--- config.mk ---
export PLATFORM = sky130hd
export DESIGN_NAME = push_dma_bridge
export DESIGN_NICKNAME = d
export VERILOG_FILES = /design/src/rtl/bridge_pkg.sv /design/src/rtl/bridge_wordq.sv /design/src/rtl/bridge_drain.sv /design/src/rtl/push_dma_bridge.sv
export SDC_FILE = /design/constraint.sdc
export NUM_CORES = 1
export LEC_CHECK = 0
export ABC_CLOCK_PERIOD_IN_PS = 4800
export BUFFER_PORTS_ARGS = -buffer_cell sky130_fd_sc_hd__buf_2
export CAP_MARGIN = 10
export CELL_PAD_IN_SITES_DETAIL_PLACEMENT = 0
export CELL_PAD_IN_SITES_GLOBAL_PLACEMENT = 1
export CORE_MARGIN = 2
export CORE_UTILIZATION = 45
export CTS_CLUSTER_SIZE = 28
export DETAILED_ROUTE_END_ITERATION = 10
export MAX_ROUTING_LAYER = met4
export PLACE_DENSITY = 0.78
export SYNTH_ARGS = -nofsm -noshare
export SYNTH_HDL_FRONTEND = slang
export SYNTH_SLANG_ARGS = --single-unit
export TNS_END_PERCENT = 10
--- constraint.sdc ---
create_clock -name clk -period 4.8 [get_ports clk]
set_input_delay 0 -clock clk [delete_from_list [all_inputs] [get_ports clk]]
set_output_delay 0 -clock clk [all_outputs]
set_load 0.01 [all_outputs]
--- src/rtl/bridge_pkg.sv ---
package bridge_pkg;

    typedef enum logic [2:0] {
        SEL_CTRL   = 3'd0,
        SEL_SRC_HI = 3'd1,
        SEL_SRC_LO = 3'd2,
        SEL_DST_HI = 3'd3,
        SEL_DST_LO = 3'd4,
        SEL_LEN    = 3'd5,
        SEL_FIFO   = 3'd6,
        SEL_NONE   = 3'd7
    } host_sel_e;

    localparam int CTRL_MAP_BIT  = 0;
    localparam int CTRL_GO_BIT   = 2;
    localparam int CTRL_FULL_BIT = 7;

    localparam logic [1:0] MODE_PUSH = 2'b01;

    localparam int WORD_W = 16;

endpackage

--- src/rtl/bridge_wordq.sv ---
module bridge_wordq #(
    parameter int DEPTH = 8,
    parameter int W     = 16,
    parameter int CW    = 4
) (
    input  logic          clk,
    input  logic          rst_n,
    input  logic          push,
    input  logic [W-1:0]  push_data,
    input  logic          pop,
    input  logic          flush,
    output logic [W-1:0]  head,
    output logic [CW-1:0] count,
    output logic          full
);
    localparam int PW = (DEPTH > 1) ? $clog2(DEPTH) : 1;

    typedef struct packed {
        logic [PW-1:0] wp;
        logic [PW-1:0] rp;
        logic [CW-1:0] cnt;
    } q_state_t;

    q_state_t   st_d, st_q;
    logic [W-1:0] mem [DEPTH];
    logic       do_push, do_pop;

    function automatic logic [PW-1:0] step(input logic [PW-1:0] p);
        return (p == PW'(DEPTH - 1)) ? '0 : p + PW'(1);
    endfunction

    assign full  = (st_q.cnt == CW'(DEPTH));
    assign count = st_q.cnt;
    assign head  = mem[st_q.rp];

    always_comb begin
        st_d    = st_q;
        do_push = push && !full && !flush;
        do_pop  = pop && (st_q.cnt != '0) && !flush;
        if (flush) begin
            st_d.wp  = '0;
            st_d.rp  = '0;
            st_d.cnt = '0;
        end else begin
            if (do_push) st_d.wp = step(st_q.wp);
            if (do_pop)  st_d.rp = step(st_q.rp);
            if (do_push && !do_pop)
                st_d.cnt = st_q.cnt + CW'(1);
            else if (!do_push && do_pop)
                st_d.cnt = st_q.cnt - CW'(1);
        end
    end

    always_ff @(posedge clk or negedge rst_n) begin
        if (!rst_n) st_q <= '0;
        else        st_q <= st_d;
    end

    always_ff @(posedge clk) begin
        if (do_push) mem[st_q.wp] <= push_data;
    end

endmodule

--- src/rtl/bridge_drain.sv ---
module bridge_drain
    import bridge_pkg::*;
#(
    parameter int AW = 32,
    parameter int TW = 24,
    parameter int CW = 4
) (
    input  logic              clk,
    input  logic              rst_n,
    input  logic [CW-1:0]     fifo_cnt,
    input  logic [WORD_W-1:0] head,
    input  logic [1:0]        mode,
    input  logic              master_en,
    input  logic              load,
    input  logic [AW-1:0]     load_addr,
    input  logic [TW-1:0]     load_cnt,
    output logic              pop,
    output logic              flush,
    output logic              done,
    output logic              wr_en,
    output logic [AW-1:0]     wr_addr,
    output logic [WORD_W-1:0] wr_data,
    output logic [TW-1:0]     cnt_o,
    output logic              end_o
);
    typedef struct packed {
        logic          running;
        logic [AW-1:0] addr;
        logic [TW-1:0] tcr;
        logic [CW-1:0] left;
        logic          endf;
    } dr_state_t;

    dr_state_t st_d, st_q;
    logic      trigger;
    logic      fits;

    assign wr_en   = st_q.running && (st_q.left != '0);
    assign pop     = wr_en;
    assign wr_addr = st_q.addr;
    assign wr_data = head;
    assign done    = st_q.running && (st_q.left == '0);
    assign flush   = done && (st_q.tcr == '0);
    assign cnt_o   = st_q.tcr;
    assign end_o   = st_q.endf;

    always_comb begin
        st_d    = st_q;
        trigger = !st_q.running && (fifo_cnt != '0) && (fifo_cnt[1:0] == 2'b00)
                  && (mode == MODE_PUSH) && master_en;
        fits    = ({{(TW-CW){1'b0}}, fifo_cnt} <= st_q.tcr);

        if (trigger) begin
            st_d.running = 1'b1;
            st_d.left    = fits ? fifo_cnt : st_q.tcr[CW-1:0];
        end else if (wr_en) begin
            st_d.addr = st_q.addr + AW'(2);
            st_d.tcr  = st_q.tcr - TW'(1);
            st_d.left = st_q.left - CW'(1);
        end else if (done) begin
            st_d.running = 1'b0;
            if (st_q.tcr == '0) st_d.endf = 1'b1;
        end

        if (load) begin
            st_d.addr = load_addr;
            st_d.tcr  = load_cnt;
            st_d.endf = 1'b0;
        end
    end

    always_ff @(posedge clk or negedge rst_n) begin
        if (!rst_n) st_q <= '0;
        else        st_q <= st_d;
    end

endmodule

--- src/rtl/push_dma_bridge.sv ---
module push_dma_bridge
    import bridge_pkg::*;
#(
    parameter int DEPTH = 8,
    parameter int AW    = 32,
    parameter int TW    = 24
) (
    input  logic              clk,
    input  logic              rst_n,
    input  logic              h_wr_en,
    input  logic [2:0]        h_sel,
    input  logic [15:0]       h_wdata,
    output logic [15:0]       h_ctrl,
    output logic [15:0]       h_len,
    output logic [AW-1:0]     h_src,
    output logic [AW-1:0]     h_dst,
    output logic              h_reject,
    input  logic              dma_load,
    input  logic [AW-1:0]     dma_load_addr,
    input  logic [TW-1:0]     dma_load_cnt,
    input  logic [1:0]        dma_mode,
    input  logic              dma_master_en,
    output logic [TW-1:0]     dma_cnt,
    output logic              dma_end,
    output logic              dst_we,
    output logic [AW-1:0]     dst_addr,
    output logic [15:0]       dst_data
);
    localparam int CW = $clog2(DEPTH + 1);
    localparam int HW = AW / 2;

    typedef struct packed {
        logic          go;
        logic          map;
        logic [AW-1:0] src;
        logic [AW-1:0] dst;
        logic [15:0]   len;
        logic          reject;
    } host_state_t;

    host_state_t hs_d, hs_q;
    host_sel_e   sel;
    logic        fifo_push, fifo_pop, fifo_flush, fifo_full, drain_done;
    logic [CW-1:0]     fifo_cnt;
    logic [WORD_W-1:0] fifo_head;

    assign sel       = host_sel_e'(h_sel);
    assign fifo_push = h_wr_en && (sel == SEL_FIFO) && hs_q.go;

    always_comb begin
        hs_d        = hs_q;
        hs_d.reject = 1'b0;

        if (fifo_pop && (hs_q.len != '0))
            hs_d.len = hs_q.len - 16'd1;

        if (h_wr_en) begin
            case (sel)
                SEL_CTRL: begin
                    hs_d.go  = h_wdata[CTRL_GO_BIT];
                    hs_d.map = h_wdata[CTRL_MAP_BIT];
                end
                SEL_SRC_HI: hs_d.src[AW-1:HW] = h_wdata[HW-1:0];
                SEL_SRC_LO: hs_d.src[HW-1:0]  = h_wdata[HW-1:0];
                SEL_DST_HI: hs_d.dst[AW-1:HW] = h_wdata[HW-1:0];
                SEL_DST_LO: hs_d.dst[HW-1:0]  = h_wdata[HW-1:0];
                SEL_LEN:    hs_d.len = {h_wdata[15:2], 2'b00};
                SEL_FIFO:   if (!hs_q.go) hs_d.reject = 1'b1;
                default: ;
            endcase
        end

        if (drain_done && (hs_q.len == '0))
            hs_d.go = 1'b0;
    end

    always_ff @(posedge clk or negedge rst_n) begin
        if (!rst_n) hs_q <= '0;
        else        hs_q <= hs_d;
    end

    always_comb begin
        h_ctrl                = '0;
        h_ctrl[CTRL_FULL_BIT] = fifo_full;
        h_ctrl[CTRL_GO_BIT]   = hs_q.go;
        h_ctrl[CTRL_MAP_BIT]  = hs_q.map;
    end

    assign h_len    = hs_q.len;
    assign h_src    = hs_q.src;
    assign h_dst    = hs_q.dst;
    assign h_reject = hs_q.reject;

    bridge_wordq #(.DEPTH(DEPTH), .W(WORD_W), .CW(CW)) u_q (
        .clk       (clk),
        .rst_n     (rst_n),
        .push      (fifo_push),
        .push_data (h_wdata),
        .pop       (fifo_pop),
        .flush     (fifo_flush),
        .head      (fifo_head),
        .count     (fifo_cnt),
        .full      (fifo_full)
    );

    bridge_drain #(.AW(AW), .TW(TW), .CW(CW)) u_drain (
        .clk       (clk),
        .rst_n     (rst_n),
        .fifo_cnt  (fifo_cnt),
        .head      (fifo_head),
        .mode      (dma_mode),
        .master_en (dma_master_en),
        .load      (dma_load),
        .load_addr (dma_load_addr),
        .load_cnt  (dma_load_cnt),
        .pop       (fifo_pop),
        .flush     (fifo_flush),
        .done      (drain_done),
        .wr_en     (dst_we),
        .wr_addr   (dst_addr),
        .wr_data   (dst_data),
        .cnt_o     (dma_cnt),
        .end_o     (dma_end)
    );

endmodule

# Word level (Yosys, flattened, before mapping)

Memory sizes are Yosys's and may differ from the RTL's.
Index checks and enable logic that the tools add are counted.

Register bits: 155
Latch bits: 0
Memory bits (writable): 128
Bits in read-only memories: 0
Bits of input ports: 82
Memories kept: 1

$add $sub $neg: 8
Multiply operators: 0
Div/mod/pow operators: 0
$lt $le $gt $ge: 1
Equality and inequality tests: 13
Shifts and indexed selects: 0
Mux-type cells: 33
Bitwise logic cells: 0
Reduce and logical (&&, ||, !) cells: 49

Memories:

| memory  | depth | width | rd ports | clocked after Yosys merged registers in | write ports | line               | RTL |
|---|---|---|---|---|---|---|---|
| u_q.mem | 8     | 16    | 1        | 0                                       | 1           | bridge_wordq.sv:25 | `logic [W-1:0] mem [DEPTH];` |

Operators by type and width:

| kind                                                                 | number |
|---|---|
| 56-bit 2-to-1 mux                                                    | 2 |
| 16-bit 2-to-1 mux                                                    | 6 |
| 83-bit 2-to-1 mux                                                    | 1 |
| 60-bit 2-to-1 mux                                                    | 1 |
| 32-bit by 2-bit adder with 32-bit output, second input constant      | 1 |
| 4-bit by 24-bit <= comparator with 1-bit output                      | 1 |
| 24-bit logical NOT                                                   | 1 |
| 24-bit by 1-bit subtractor with 24-bit output, second input constant | 1 |
| 2-bit nonzero test                                                   | 9 |
| 1-bit logical AND                                                    | 17 |
| 16-bit logical NOT                                                   | 1 |
| 4-bit 2-to-1 mux                                                     | 4 |
| 2-bit AND reduction                                                  | 8 |
| 16-bit nonzero test                                                  | 1 |
| 16-bit by 1-bit subtractor with 16-bit output, second input constant | 1 |
| 3-bit == test, second input constant                                 | 5 |
| 1-bit 2-to-1 mux                                                     | 13 |
| 3-bit 2-to-1 mux                                                     | 4 |
| 10-bit 2-to-1 mux                                                    | 1 |
| 4-bit nonzero test                                                   | 2 |
| 4-bit by 1-bit subtractor with 4-bit output, second input constant   | 2 |
| 3-bit by 1-bit adder with 3-bit output, second input constant        | 2 |
| 3-bit by 2-bit == test with 1-bit output, second input constant      | 2 |
| 1-bit logical NOT                                                    | 5 |
| other kinds (12)                                                     | 13 |

# Logic depth before layout (Yosys ltp)

Gate-level depths: netlist of the first run.

Depth in word-level cells: 10
Depth in mapped cells: 15
Mapped depth without buffers: 15

# By module

Synthesis of the first run repeated with hierarchy kept, for this count alone.

Cell total of the unflattened synthesis: 1040
Area, all modules: 13441.6 um^2

Modules (own cells, without submodules):

| module          | times used | cells an instance | area an instance (um^2) | seq. area each (um^2) |
|---|---|---|---|---|
| bridge_wordq    | 1          | 271               | 5576.6                  | 4093.9 |
| bridge_drain    | 1          | 479               | 4161.5                  | 1551.5 |
| push_dma_bridge | 1          | 290               | 3703.6                  | 2077.0 |

# Worst setup path after synthesis of the first run

Ideal clock, no wire load.

Path kind: reg2reg
From: register u_drain.st_q[1] in the netlist's numbering
To: memory u_q.mem[4][0], enable pin
Data arrival time: 2977 ps
Path slack: 1387 ps
Stages on the path, launching flop included: 8
Clock period less this slack: 3413 ps
Cell sequence: dfrtp_1 -> inv_1 -> ha_1 -> nor3b_1 -> nand4_1 -> nor4_1 -> or2_2 -> nor4b_1

Word-level cells in the longest chain between the ends: 7

RTL lines:

| element                                | line               | RTL |
|---|---|---|
| start: declaration                     | bridge_drain.sv:34 | `dr_state_t st_d, st_q;` |
| start signal: assignment               | bridge_drain.sv:74 | `else st_q <= st_d;` |
| 4-bit logical NOT                      | bridge_drain.sv:42 | `assign done = st_q.running && (st_q.left == '0);` |
| 1-bit logical AND                      | bridge_drain.sv:42 |  |
| 1-bit logical AND                      | bridge_drain.sv:43 | `assign flush = done && (st_q.tcr == '0);` |
| 1-bit logical NOT                      | bridge_wordq.sv:38 | `do_push = push && !full && !flush;` |
| 1-bit logical AND                      | bridge_wordq.sv:38 |  |
| 1-bit 2-to-1 mux                       | bridge_wordq.sv:60 | `if (do_push) mem[st_q.wp] <= push_data;` |
| 1-bit 2-to-1 mux (not written as such) | bridge_wordq.sv:60 |  |
| end: declaration                       | bridge_wordq.sv:25 |  |

No other way between the ends.

# Final worst setup path of the first run

From: register u_drain.st_q[1] in the netlist's numbering
To: register u_q.st_q, in the netlist u_q.count[3]

Word-level cells in the longest chain between the ends: 9
Elaborated cells between the ends (all ways): 16
Those cells by class: mux: 2; reduce/logical: 14

RTL lines:

| element                | line                                   | RTL |
|---|---|---|
| 4-bit logical NOT      | bridge_drain.sv:42                     |  |
| 1-bit logical AND      | bridge_drain.sv:42                     |  |
| 1-bit logical AND      | bridge_drain.sv:43                     |  |
| 1-bit logical NOT      | bridge_wordq.sv:38, bridge_wordq.sv:39 |  |
| 1-bit logical AND      | bridge_wordq.sv:39                     | `do_pop = pop && (st_q.cnt != '0) && !flush;` |
| 1-bit logical NOT      | bridge_wordq.sv:47                     | `if (do_push && !do_pop)` |
| 1-bit logical AND      | bridge_wordq.sv:47                     |  |
| 4-bit 2-to-1 mux       | bridge_wordq.sv:47                     |  |
| 10-bit 2-to-1 mux      | bridge_wordq.sv:40                     | `if (flush) begin` |
| end signal: assignment | bridge_wordq.sv:56                     | `else st_q <= st_d;` |
| end: declaration       | bridge_wordq.sv:24                     | `q_state_t st_d, st_q;` |

Several ways; a longest one is shown, not always the timed one.
A chain may end at the register's enable or synchronous reset.

==> parameters.txt, run 1 <==
Parameter                              Value

Run status
  Outcome ... finished, final reports clean

Floorplan
  IO Count ... roughly 250
  Die Height ... approximately 170 um
  Die W ... approximately 170 um
  Floorplan row count ... between 60 and 70
  Total die area ... around 0.030 mm2
  Core Footprint ... ~0.029 mm2
  Initial Utilization ... about 46%

Place
  Placed cell count ... approximately 1.5k
  Pre-CTS setup slack ... roughly 1400 ps
  GP Congestion ... between 0.8 and 0.9
  Number of port buffers ... approximately 240
  Detailed-placement wirelength estimate ... between 20000 and 25000 um

Setup path
  Critical path's top delay family ... simple AND/OR/NAND/NOR gates
  CP max-delay cell ... or3b_1
  Data required time at the worst endpoint ... ~5300 ps
  Cell chain of the critical path ... inv_1, ha_1, or3b_1, nand2_4, inv_1, o41ai_1, ha_1, inv_1, ha_1, a21o_1, a21oi_1, xnor2_1, or4_1, nand2_1
  Classification of the worst setup path ... register to register
  Sort of element at the end of the critical path ... register
  CP bufs+invs ... 3
  Arrival time at the worst endpoint ... between 3000 and 4000 ps
  Critical Path Fanout Max ... 13
  Crit path launch type ... register
  Highest cell delay on the worst timing path ... around 420 ps

Synth
  Synthesized-area fraction occupied by and/or/nand/nor cells ... a little under an eighth
  Synth Area in XOR/XNOR ... 4.35%
  Synthesized area divided by synthesized cell count ... about 13 um2
  Portion of netlist area occupied by mux cells ... 13.5%
  Syn Std Cell Area ... approximately 0.013 mm2
  Arithmetic-cell share of the synthesized area counting full adders, half adders and majority gates ... approximately 1.7%
  Share of async-settable or async-resettable flops after synthesis ... ~55%
  Cell types with the largest area share after synthesis ... dfrtp_1 30%, edfxtp_1 29%, mux2_2 7.6%, mux4_2 5.5%, buf_4 4.0%
  Number of synthesized register bits ... approximately 280
  Synthesized-area fraction occupied by ao, oa, aoi and oai cells ... 4.07%
  Proportion of synthesized chip area in sequential cells ... roughly three fifths
  Dominant combinational cell family by area after synthesis ... multiplexers
  Yosys synthesis warning count ... 0
  Prevailing post-synth register cell ... dfrtp_1
  Synth area leader ... dfrtp_1
  Gate count after technology mapping ... around 990
  Number of flops mapped to enable cells by yosys ... about 130
  Unique masters post-synth ... 64
  Area share of the largest cell type after synthesis ... roughly 30%

STA
  Minimum clock period ... ~3500 ps
  Layout Skew ... between 10 and 15 ps
  Fmax ... 0.290 GHz
  Final-report hold violation count ... 0
  Slew of the pin with the lowest slew margin ... 1100 ps
  Fin worst setup slack ... 1350 ps
  Pins over their slew limit ... 0
  Slew HR ... 26.6%
  Final setup viols ... 0
  Setup repair after global routing missed its margin ... no
  Period Utilization, post-route ... between 70% and 80%
  Total negative slack for setup checks ... 0 ps

CTS
  Count of H-tree levels built during CTS ... 1
  Clk sink count ... 283
  Clock transition at the register clock pins on the worst setup and hold paths after CTS ... around 60 ps
  CTS tree ... yes
  Buffer count from post-CTS setup fixing ... 0
  Clock buffers created by TritonCTS ... 30
  Maximum buffer depth of the clock tree ... 3
  Master cell of the clock root buffer ... clkbuf_16
  Clock latency of the later-clocked register in the worst-skew pair ... 560 ps
  Post-cts sizing count ... 0

Finish
  Layout overhead on the synthesized area ... 23.7%
  Commonest cells after routing, fill and taps aside ... 238 x buf_2, 153 x dfrtp_1, 128 x edfxtp_1
  Commonest non-fill, non-tap cell in the layout ... buf_2
  Ratio of cells with drive above 1 in the final layout ... ~34%
  Final cell utilization of the core ... 56.5%
  Number of nets at the end of the flow ... around 1.4k
  Non-filler cells, final ... 1670
  Filler cells ... 2368

Drt
  Routed Antenna Nets ... 0
  Vias/cell ... ~5.2
  Total wire length after detailed routing ... between 30000 and 40000 um
  Violation count after the first detailed-route iteration ... ~540
  Remaining routing DRC violations ... 0
  Via Count ... 8674
  DRT Pass-1 Iters ... 5
  Wire per inst ... about 19 um

Pwr
  Leakage component of the power ... about 0.0065 uW
  PwrDens ... around 460 mW/mm2
  Worst ir drop on vdd ... 337 uV

Min path
  Worst min-delay path category ... input pin to asynchronous set/reset pin

Job
  Total of max-cap violations ... 0

Global route
  Total global routing track utilization ... roughly a fifth
  First-pass GRT wire length ... between 40000 and 50000 um
  Aggregate global routing overflow ... 0
  Vias in the first global route ... between 8k and 9k
  Largest net degree at the start of global routing ... 67
  Antenna violations before repair ... 1
-- cell usage after synthesis, types with 3 or more instances --
| cell type | instances |
|---|---|
| clkbuf_1 | 26 |
| mux2i_1 | 5 |
| buf_2 | 14 |
| nand4b_1 | 4 |
| ha_1 | 16 |
| nor2b_1 | 5 |
| inv_1 | 19 |
| nand2b_1 | 4 |
| nand3b_1 | 3 |
| nor3b_1 | 5 |
| mux4_2 | 32 |
| or4_1 | 3 |
| nor4_2 | 4 |
| xor2_1 | 28 |
| nand3_1 | 22 |
| dfrtp_1 | 155 |
| o21ai_0 | 63 |
| and3_1 | 6 |
| nand4_1 | 17 |
| xnor2_1 | 37 |
| buf_4 | 70 |
| nor4_1 | 20 |
| a21oi_1 | 13 |
| or3_1 | 4 |
| nor4b_1 | 3 |
| mux2_2 | 88 |
| nor2_1 | 35 |
| nand2_1 | 87 |
| and4_1 | 8 |
| nor3_1 | 20 |
| edfxtp_1 | 128 |
-- report_power, final --
group	switching (uW)	total, uW	internal [uW]
clock	937	2330	1400
combinational	924	1890	964
sequential	406	3220	2820
total	2270	7450	5180
-- sequential cells by signal (all words and copies together), names as in the netlist, 2 cells and up --
name	count
u_q.mem	128
h_len	16
u_q.st_q	6
u_drain.wr_addr	32
u_q.count	4
u_drain.cnt_o	24
h_src	32
u_drain.st_q	5
h_ctrl	2
h_dst	32
-- logic make-up after synthesis --
logic type	Yosys count
xor gates and xnor gates	65
muxes	125
adders and majority gates	17
and+or+nand+nor	269
DFF	283
buffers and inverters	132
AOI/OAI and AO/OA	94
other	1
-- stage by stage --
stage	power [uW]	hold WS, ps	instance area, um2
final	7450	13.9	16200
after global routing	7850	15.2	16200
after CTS	7520	2.74	16200
after detailed placement	5120	-34.2	14200
after global placement	5090	-36.6	14200
after floorplan	4440	-296	13100
-- routing by layer --
layer | wire (um) | global-route usage (%) | part of all wire [%]
met1 | 13800 | 28.2 | 44
met2 | 15100 | 34.4 | 48
met3 | 2090 | 4.51 | 6.6
met4 | 545 | 4.62 | 1.7
met5 | 0 | - | 0
-- worst register-to-register path, cell delays in order, from the launching register on --
cell and delay, ps:
dfrtp_1 380, inv_1 80, ha_1 190, or3b_1 420
nand2_4 150, inv_1 260, o41ai_1 290, ha_1 380
inv_1 90, ha_1 270, a21o_1 150, a21oi_1 170
xnor2_1 100, or4_1 390, nand2_1 70
-- what timing repair did --
item	CTS	global route
endpoints found under the setup margin	0	0
hold buffers	91	0
endpoints found under the hold margin	310	0
-- final timing paths --
check | start | endpoint | slack (ps) | depth (start not counted)
hold / removal | rst_n | u_drain.wr_addr[19] | 10 | 3
max in group asynchronous | rst_n | h_dst[15] | 4050 | 3
setup reg to reg | u_drain.st_q[1] | u_q.count[3] | 1350 | 14
hold reg to reg | h_dst[19] | h_dst[19] | 500 | 1
min in group clk | dma_load | u_drain.cnt_o[16] | 20 | 2
setup / recovery | u_drain.st_q[1] | u_q.count[3] | 1350 | 14
-- area by class of cell --
type | instances | area (um2) | area share [%]
clock buffers | 41 | 812 | 5.02
flip-flops and latches | 283 | 7720 | 47.8
multi-input cells | 583 | 4670 | 28.8
inverters | 19 | 71.3 | 0.441
well taps | 384 | 480 | 2.97
diodes | 1 | 2.50 | 0.0155
clock inverters | 15 | 184 | 1.14
repair buffers | 344 | 2240 | 13.8
(Power assumes the default switching activity.)
==> run 2: changes to the inputs <==
--- a/config.mk
+++ b/config.mk
@@ -5,7 +5,7 @@
 export SDC_FILE = /design/constraint.sdc
 export NUM_CORES = 1
 export LEC_CHECK = 0
-export ABC_CLOCK_PERIOD_IN_PS = 4800
+export ABC_CLOCK_PERIOD_IN_PS = 3300
 export BUFFER_PORTS_ARGS = -buffer_cell sky130_fd_sc_hd__buf_2
 export CAP_MARGIN = 10
 export CELL_PAD_IN_SITES_DETAIL_PLACEMENT = 0
==> constraint.sdc (replaced) <==
create_clock -name clk -period 3.3 [get_ports clk]
set_input_delay 0 -clock clk [delete_from_list [all_inputs] [get_ports clk]]
set_output_delay 0 -clock clk [all_outputs]
set_load 0.01 [all_outputs]
==> run 2 against run 1 <==
Net effect:
- clock-buffer cell count shrank 6
- final cell count barely moved
- maximum frequency up 14%
- power is 47% higher
- combinational power rose by 49%
==> parameters.txt, run 2 (synthesis gave the netlist of run 1 again) <==
Parameter                              Value

Run status
  Outcome ... finished, final reports clean

STA
  Pins over their slew limit ... 0
  Final-report hold violation count ... 0
  Period Utilization, post-route ... around nine tenths
  Slew of the pin with the lowest slew margin ... 1090 ps
  Layout Skew ... about 25 ps
  Total negative slack for setup checks ... 0 ps
  Setup repair after global routing missed its margin ... no
  Fmax ... approximately 0.33 GHz
  Final setup viols ... 0
  Minimum clock period ... approximately 3000 ps
  Slew HR ... between 20% and 30%

Floorplan
  Die W ... 174 um
  Total die area ... approximately 0.030 mm2
  IO Count ... around 250
  Floorplan row count ... 62
  Core Footprint ... 0.0286 mm2
  Die Height ... between 150 and 200 um
  Initial Utilization ... 45.7%

Place
  Detailed-placement wirelength estimate ... 20900 um
  Number of port buffers ... around 240
  Placed cell count ... approximately 1.5k
  GP Congestion ... 0.843

Pwr
  PwrDens ... approximately 680 mW/mm2
  Clock power share ... between 30% and 40%
  Relative contribution of combinational cells to total power ... 25.6%
  Worst ir drop on vdd ... roughly 420 uV
  Cell-internal power ... 7640 uW
  Reported net switching power ... around 3300 uW
  Net Sw Frac ... between 30% and 40%
  Leakage component of the power ... 0.00655 uW
  Sequential cell fraction of total power ... 42.5%

Setup path
  Start of the worst register-to-register path ... u_drain.st_q[1]
  Reg-to-reg slack, setup ... 280 ps
  Data required time at the worst endpoint ... 3800 ps
  Sort of element at the end of the critical path ... register
  Classification of the worst setup path ... register to register
  Arrival time at the worst endpoint ... roughly 3500 ps
  Critical Path Fanout Max ... 10
  Crit path launch type ... register
  Endpoint of the most critical register-to-register path ... u_q.count[3]
  Cells on worst reg2reg path ... 14
  Origin of the worst setup path ... u_drain.st_q[1]

Global route
  Vias in the first global route ... just under 9k
  Aggregate global routing overflow ... 0
  Antenna violations before repair ... 1
  First-pass GRT wire length ... 49800 um
  Largest net degree at the start of global routing ... 85
  Total global routing track utilization ... 21.3%

Drt
  Vias/cell ... roughly 5.2
  Via Count ... 8656
  Routed Antenna Nets ... 0
  Wire per inst ... roughly 19 um
  Remaining routing DRC violations ... 0
  Total wire length after detailed routing ... roughly 31000 um
  DRT Pass-1 Iters ... 6
  Violation count after the first detailed-route iteration ... 504

Finish
  Filler cells ... between 2k and 2.5k
  Number of flip-flops in the largest register ... between 100 and 150
  Commonest non-fill, non-tap cell in the layout ... buf_2
  Layout overhead on the synthesized area ... 24.0%
  Number of nets at the end of the flow ... 1361
  Commonest cells after routing, fill and taps aside ... 238 x buf_2, 154 x dfrtp_1, 128 x edfxtp_1
  Largest Register ... u_q.mem
  Non-filler cells, final ... roughly 1.7k
  Area occupied by registers ... around 0.0077 mm2
  Multi-input logic area ... around 0.0047 mm2
  Ratio of cells with drive above 1 in the final layout ... a little over a third
  Final cell utilization of the core ... about 57%

CTS
  Clock transition at the register clock pins on the worst setup and hold paths after CTS ... roughly 60 ps
  Clk sink count ... approximately 280
  Master cell of the clock root buffer ... clkbuf_16
  Clock buffers created by TritonCTS ... 30
  CTS tree ... yes
  Count of H-tree levels built during CTS ... 1
  Maximum buffer depth of the clock tree ... 3
  Clock latency of the later-clocked register in the worst-skew pair ... 560 ps

Min path
  Worst min-delay path category ... input pin to asynchronous set/reset pin

Job
  Total of max-cap violations ... 0
-- run 2: critical path, cell delays in order, from the launching register on --
cell and delay [ps]:
dfrtp_1 390, inv_1 80, ha_1 190, or3b_1 410, nand2_4 160, inv_1 90, o41ai_2 110, ha_2 320
inv_1 70, ha_1 270, a21o_1 150, a21oi_1 160, xnor2_1 90, or4_1 390, nand2_1 80
-- run 2: how the worst max path moves through the flow --
stage / end / slack [ps] / cells past startpoint
final: u_q.count[3] / 280 / 14
after floorplan: u_q.mem[0][0] / 70 / 7
after global placement: u_q.count[3] / 190 / 15
after detailed placement: u_q.count[3] / 110 / 15
after CTS: u_q.count[3] / 90 / 15
after global routing: u_q.count[3] / 30 / 15
-- run 2: layout make-up --
cell class,count,share of cell area [%]
Clock buffer,35,4.87
Sequential cell,283,47.6
Clock inverter,21,1.56
Multi-Input combinational cell,583,28.9
Tap cell,384,2.96
Timing Repair Buffer,345,13.7
Inverter,19,0.440
Antenna cell,1,0.0154
-- run 2: power groups by stage --
stage	clock (uW)	combinational (uW)	sequential, uW
3_5_place_dp	0	2760	4730
2_1_floorplan	0	1860	4600
5_1_grt	3730	3100	4750
4_1_cts	3590	2840	4670
3_3_place_gp	0	2740	4710
6_report	3510	2810	4660
-- run 2: metrics by stage --
| step | area [um2] | power [uW] | worst slack [ps] | hold WS, ps |
|---|---|---|---|---|
| finish | 16200 | 11000 | 275 | 64.6 |
| global route | 16200 | 11600 | 25.2 | 125 |
| CTS | 16200 | 11100 | 88.6 | 66.7 |
| detailed placement | 14400 | 7490 | 111 | 122 |
| global placement | 14400 | 7440 | 191 | 126 |
| floorplan | 13100 | 6460 | 68.5 | -296 |
-- run 2: routing by layer --
metal | share of wire (%) | wire, um | vias up | track usage, %
li1 | - | - | 4088 | -
met3 | 6.0 | 1850 | 49 | 3.89
met2 | 48 | 14900 | 248 | 33.6
met4 | 2.4 | 740 | 0 | 5.50
met1 | 44 | 13700 | 4271 | 28.8
met5 | 0 | 0 | - | -
-- run 2: what timing repair did --
item | 4_1_cts | 5_1_grt
buffers inserted | 0 | 3
resized for setup | 0 | 4
endpoints found under the setup margin | 0 | 1
hold buffers | 77 | 0
endpoints found under the hold margin | 348 | 0
